===== src/rtl/lzc_pkg.sv =====
package lzc_pkg;
  localparam int unsigned LEAF_BITS = 4;
  localparam int unsigned LEAF_CNT_W = 2;

  function automatic int unsigned count_width(input int unsigned w);
    return $clog2(w) + 1;
  endfunction
endpackage


===== src/rtl/lzc_leaf4.sv =====
module lzc_leaf4
  import lzc_pkg::*;
(
  input  logic [LEAF_BITS-1:0]  nibble_i,
  output logic [LEAF_CNT_W-1:0] cnt_o,
  output logic                  zero_o
);
  always_comb begin
    cnt_o[1] = ~(nibble_i[3] | nibble_i[2]);
    cnt_o[0] = ~nibble_i[3] & (nibble_i[2] | ~nibble_i[1]);
    zero_o   = ~(|nibble_i);
  end
endmodule


===== src/rtl/lzc_merge.sv =====
module lzc_merge #(
  parameter int unsigned HALF_CW = 2
) (
  input  logic [HALF_CW-1:0] hi_cnt_i,
  input  logic               hi_zero_i,
  input  logic [HALF_CW-1:0] lo_cnt_i,
  input  logic               lo_zero_i,
  output logic [HALF_CW:0]   cnt_o,
  output logic               zero_o
);
  always_comb begin
    cnt_o[HALF_CW]     = hi_zero_i;
    cnt_o[HALF_CW-1:0] = hi_zero_i ? lo_cnt_i : hi_cnt_i;
    zero_o             = hi_zero_i & lo_zero_i;
  end
endmodule


===== src/rtl/lzc_unit.sv =====
module lzc_unit
  import lzc_pkg::*;
#(
  parameter int unsigned WIDTH = 32
) (
  input  logic [WIDTH-1:0]              operand_i,
  output logic [count_width(WIDTH)-1:0] lz_count_o,
  output logic                          all_zero_o
);
  localparam int unsigned LOG_W  = $clog2(WIDTH);
  localparam int unsigned CNT_W  = LOG_W + 1;
  localparam int unsigned LEAVES = WIDTH / LEAF_BITS;
  localparam int unsigned LEVELS = LOG_W - 2;

  logic [LOG_W-1:0] root_cnt;
  logic             root_zero;

  for (genvar l = 0; l <= LEVELS; l++) begin : gen_lvl
    localparam int unsigned NODES = LEAVES >> l;
    localparam int unsigned CW    = LEAF_CNT_W + l;
    logic [CW-1:0] cnt  [NODES];
    logic          zero [NODES];

    if (l == 0) begin : g_leaf
      for (genvar j = 0; j < NODES; j++) begin : g_node
        lzc_leaf4 u_leaf (
          .nibble_i (operand_i[LEAF_BITS*j +: LEAF_BITS]),
          .cnt_o    (cnt[j]),
          .zero_o   (zero[j])
        );
      end
    end else begin : g_join
      for (genvar j = 0; j < NODES; j++) begin : g_node
        lzc_merge #(.HALF_CW(CW-1)) u_join (
          .hi_cnt_i  (gen_lvl[l-1].cnt[2*j+1]),
          .hi_zero_i (gen_lvl[l-1].zero[2*j+1]),
          .lo_cnt_i  (gen_lvl[l-1].cnt[2*j]),
          .lo_zero_i (gen_lvl[l-1].zero[2*j]),
          .cnt_o     (cnt[j]),
          .zero_o    (zero[j])
        );
      end
    end
  end

  assign root_cnt  = gen_lvl[LEVELS].cnt[0];
  assign root_zero = gen_lvl[LEVELS].zero[0];

  always_comb begin
    all_zero_o = root_zero;
    lz_count_o = root_zero ? CNT_W'(WIDTH) : {1'b0, root_cnt};
  end
endmodule


===== config.mk =====
export PLATFORM = sky130hd
export DESIGN_NAME = lzc_unit
export DESIGN_NICKNAME = d
export VERILOG_FILES = /design/src/rtl/lzc_pkg.sv /design/src/rtl/lzc_leaf4.sv /design/src/rtl/lzc_merge.sv /design/src/rtl/lzc_unit.sv
export SDC_FILE = /design/constraint.sdc
export NUM_CORES = 1
export LEC_CHECK = 0
export ABC_CLOCK_PERIOD_IN_PS = 4300
export BUFFER_PORTS_ARGS = -buffer_cell sky130_fd_sc_hd__buf_2
export CORE_AREA = 2 2 39 41
export DETAILED_ROUTE_END_ITERATION = 8
export DIE_AREA = 0 0 41 43
export GPL_TIMING_DRIVEN = 1
export PLACE_DENSITY_LB_ADDON = 0.2
export SETUP_SLACK_MARGIN = 0.3
export SYNTH_ARGS = -nofsm -noshare
export SYNTH_HDL_FRONTEND = slang
export SYNTH_SLANG_ARGS = --single-unit

===== constraint.sdc =====
create_clock -name vclk -period 4.3
set_clock_uncertainty 0.1 [all_clocks]
set_input_delay 1.29 -clock vclk [all_inputs]
set_output_delay 1.29 -clock vclk [all_outputs]
set_load 0.03 [all_outputs]

### Word-level counts from Yosys, hierarchy flattened

Cells that the tools add are included.

* register bits after elaboration: 0
* input port bits: 32
* output and inout bits: 7
* logic and storage cells: 79

* mux-type cells: 8
* bitwise gates (word level): 63
* reduce and logical (&&, ||, !) cells: 8

Operator list (number)
* $not 1->1: 32
* $reduce_or 4->1: 8
* $or 1x1->1: 16
* $and 1x1->1: 15
* $mux 2: 4
* $mux 3: 2
* $mux 6: 1
* $mux 4: 1

### Depth between registers and ports, before layout

* word-level depth: 7
* mapped depth: 5
* mapped depth without buffers: 5

### Modules after synthesis

A second synthesis with hierarchy kept.

* cells, all modules: 70
* area total of the unflattened synthesis: 546.8 um^2

Modules (own cells, without submodules)
* lzc_leaf4: instances 8, cells each 4, area each 25.0 um^2, seq. area each 0.0 um^2
* lzc_merge (gen_lvl[1].g_join.g_node[0].u_join ...): instances 4, cells each 4, area each 37.5 um^2, seq. area each 0.0 um^2
* lzc_merge (gen_lvl[2].g_join.g_node[0].u_join ...): instances 2, cells each 5, area each 48.8 um^2, seq. area each 0.0 um^2
* lzc_merge (gen_lvl[3].g_join.g_node[0].u_join): instances 1, cells each 6, area each 60.1 um^2, seq. area each 0.0 um^2
* lzc_unit: instances 1, cells each 6, area each 38.8 um^2, seq. area each 0.0 um^2

### Worst setup path after synthesis

No wires, ideal clock.

* kind: input to output
* start: input port operand_i[9]
* end: output port lz_count_o[5]
* arrival time: 3.128 ns
* required time: 2.910 ns
* path slack: -0.218 ns
* cell stages on the path: 4
* buffers on the path: 1
* cells stage by stage: or4_4 -> or2_4 -> nor3_1 -> buf_4

* longest elaborated chain between the ends: 6

RTL lines
* start: declaration: RTL line lzc_unit.sv:6 `input logic [WIDTH-1:0] operand_i,`
* $reduce_or 4->1: RTL line lzc_leaf4.sv:11 `zero_o = ~(|nibble_i);`
* $not 1->1: RTL line lzc_leaf4.sv:11
* $and 1x1->1 (3 in a row): RTL line lzc_merge.sv:14 `zero_o = hi_zero_i & lo_zero_i;`
* named net all_zero_o: RTL line lzc_unit.sv:8 `output logic all_zero_o`
* $mux 6: RTL line lzc_unit.sv:51 `lz_count_o = root_zero ? CNT_W'(WIDTH) : {1'b0, root_cnt};`
* end: declaration: RTL line lzc_unit.sv:7 `output logic [count_width(WIDTH)-1:0] lz_count_o,`

The timed path passes the listed nets, and every way through them passes these cells.

### Worst setup path in the final report

* start: input port operand_i[8]
* end: output port lz_count_o[0]

* longest elaborated chain between the ends: 6
* elaborated cells between the ends (all ways): 8
* classes of those cells: mux (3); bitwise (4); reduce/logical (1)

RTL lines (RTL line)
* $reduce_or 4->1 *: lzc_leaf4.sv:11
* $not 1->1 *: lzc_leaf4.sv:11
* $and 1x1->1 *: lzc_merge.sv:14
* $mux 3 / $and 1x1->1 (equally long branches): lzc_merge.sv:13, lzc_merge.sv:14
* $mux 4 / $and 1x1->1 (equally long branches): lzc_merge.sv:13, lzc_merge.sv:14
* $mux 6 *: lzc_unit.sv:51

Mark *: on every way between the ends. The rest lies on a longest branch, timed or not.

==> impl_metrics.csv <==
group,metric,value,unit
global_route,grt_pass1_wl,2010,um
synthesis,synth_top_family_by_area,"simple AND/OR/NAND/NOR gates",
synthesis,synthAdderAreaFrac,0,%
detailed_routing,drt-vias-per-instance,5.05,
synthesis,synth_common_cells,"a21oi_1, nor2_1, inv_1, nor3_1, nor4_1",
floorplan,core_area,1380,um2
synthesis,syn_nets,95,
setup_path,cp_slowest_cell,"or4_4",
sta,fin_ws,0.0513,ns
synthesis,netlist_instances,63,
power_and_ir_drop,power_density,61.8,nW/um2
setup_path,crit_required,2.91,ns
sta,rsz0062_at_grt,"true",
global_route,grt_overflow,0,
place,post-dp-hpwl,1080,um
global_route,grt_max_degree,5,
cells_and_area,final_cell_count_no_fill,127,
synthesis,synth_mux_area_share,0,%
detailed_routing,wl_per_cell,10.0,um
global_route,grt_pass1_vias,576,
detailed_routing,drtIter0Drc,6,
synthesis,yosysTopAreaCell,"a21oi_1",
synthesis,yosysTopAreaCellShare,11.6,%
sta,worst_slew_pin_slew,0.413,ns
sta,layout_min_cycle_time,4.25,ns
cells_and_area,fillerInstances,146,
sta,max_freq,0.235,GHz
setup_path,worstPathCellList,"buf_6 -> or4_4 -> or2_4 -> a21oi_2 -> a21oi_1 -> a311o_2 -> buf_6",
setup_path,path_class,"primary input to output pin",
synthesis,avgSynthCellArea,5.48,um2
sta,setup_viol,0,
synthesis,syn_area,345,um2
sta,finalSetupTns,0,ns
cells_and_area,clkbuf_count,0,
cells_and_area,drive_above_1_share,55.9,%
floorplan,io_pins,39,
cells_and_area,seq_cells,0,
sta,relSlewSlack,72.2,%
power_and_ir_drop,ir_drop,0.0306,mV
synthesis,synth_xor_area_share,0,%
cells_and_area,regArea,0,um2
floorplan,rows,14,
synthesis,synth_warnings,0,
cells_and_area,n_antenna_cell,0,
run,maxCapViolations,0,
synthesis,synth.distinct_cells,25,
cells_and_area,final_util,54.1,%
floorplan,dieArea,1760,um2
detailed_routing,dr.pass1.iters,4,
place,globalplace.congestion,0.740,
synthesis,yosysSeqAreaShare,0,%
detailed_routing,antenna_left,0,
global_route,grt_use_total,15.2,%
power_and_ir_drop,leakagePower,0.375,nW
cells_and_area,nNetsFinal,145,
worst_hold_path,min_path_type,"primary input to output pin",
floorplan,die_h,43,um
setup_path,start_kind,"primary input",
cells_and_area,stdcell_area,748,um2
floorplan,die_width,41,um
setup_path,end_kind,"output pin",
setup_path,arrival,2.86,ns
detailed_routing,drc,0,
detailed_routing,vias,641,
sta,period_share,98.8,%
cells_and_area,multiInputGateArea,382,um2
synthesis,synthSimpleGateAreaFrac,55.4,%
status,outcome,"finished, final reports clean",
floorplan,start_util,25.0,%
sta,slew_violations,0,
setup_path,path_max_fanout,3,
place,dpl_cell_area,664,um2
place,dp.cells,126,
detailed_routing,drt-total-wl,1270,um
synthesis,synth_compound_area_share,34.8,%
setup_path,crit_top_cell,"buf_6",
place,pre_cts_ws,-0.0113,ns
setup_path,slowest_delay,0.53,ns
cells_and_area,synthToLayoutAreaGrowth,117,%
synthesis,synth.area.top_cells,"a21oi_1, nor4_1, nor3_1",
place,io_buffers,39,
global_route,antenna_found_initial,0,
sta,final_hold_viol_count,0,
[power by group]
| group | total (mW) | internal [mW] | switching [mW] |
|---|---|---|---|
| sequential | 0 | 0 | 0 |
| clock | 0 | 0 | 0 |
| combinational | 0.0462 | 0.0242 | 0.0220 |
[final timing paths]
| kind | start | cells after the start | to |
|---|---|---|---|
| hold / removal | operand_i[31] | 5 | lz_count_o[1] |
| setup / recovery | operand_i[8] | 7 | lz_count_o[0] |
[per-stage QoR]
stage          total power, mW  hold WS [ns]
2_1_floorplan           0.0157          2.67
3_3_place_gp            0.0410          2.91
3_5_place_dp            0.0418          2.92
4_1_cts                 0.0458          2.91
5_1_grt                 0.0510          2.96
6_report                0.0462          2.91
[logic make-up after synthesis]
logic type,Yosys count
AND/OR/NAND/NOR,35
AO/OA/AOI/OAI,20
buffers and inverters,8
[repair_timing]
action,in CTS,in global routing
setup buffers,1,0
endpoints found under the setup margin,5,6
hold buffers,0,0
pin swaps,8,1
gates resized for setup,16,1
[layout make-up]
| type | instances | area share, % |
|---|---|---|
| repair buffers | 49 | 42.8 |
| inverters | 7 | 3.51 |
| multi-input cells | 55 | 51.0 |
| well taps | 16 | 2.68 |
[per-layer routing]
metal	wire length (um)	track usage [%]	vias up	share of wire [%]
met5	0	0	-	0
met4	0	0	0	0
met3	95	0	0	7.5
met2	674	31.3	24	53
met1	503	16.5	280	40
li1	-	-	337	-
[worst max-delay path, delay by kind of cell]
kind | cells | cell delay, ns
AND/OR/NAND/NOR | 2 | 0.82
AO/OA/AOI/OAI | 3 | 0.52
buffers and inverters | 2 | 0.23
[layout by cell type, fill, tap and decap left out, drive strengths merged]
cell,n
and3,1
or2,1
o31ai,1
buf,49
nand3,2
nand2b,1
nor2b,2
a31oi,1
a21oi,9
nand4,1
nor4,6
a21boi,1
nor2,8
o21bai,1
inv,7
nand2,3
a211oi,1
or4,3
o21ai,5
nor3,6
and2,1
a311o,1
(Power assumes the default switching activity.)
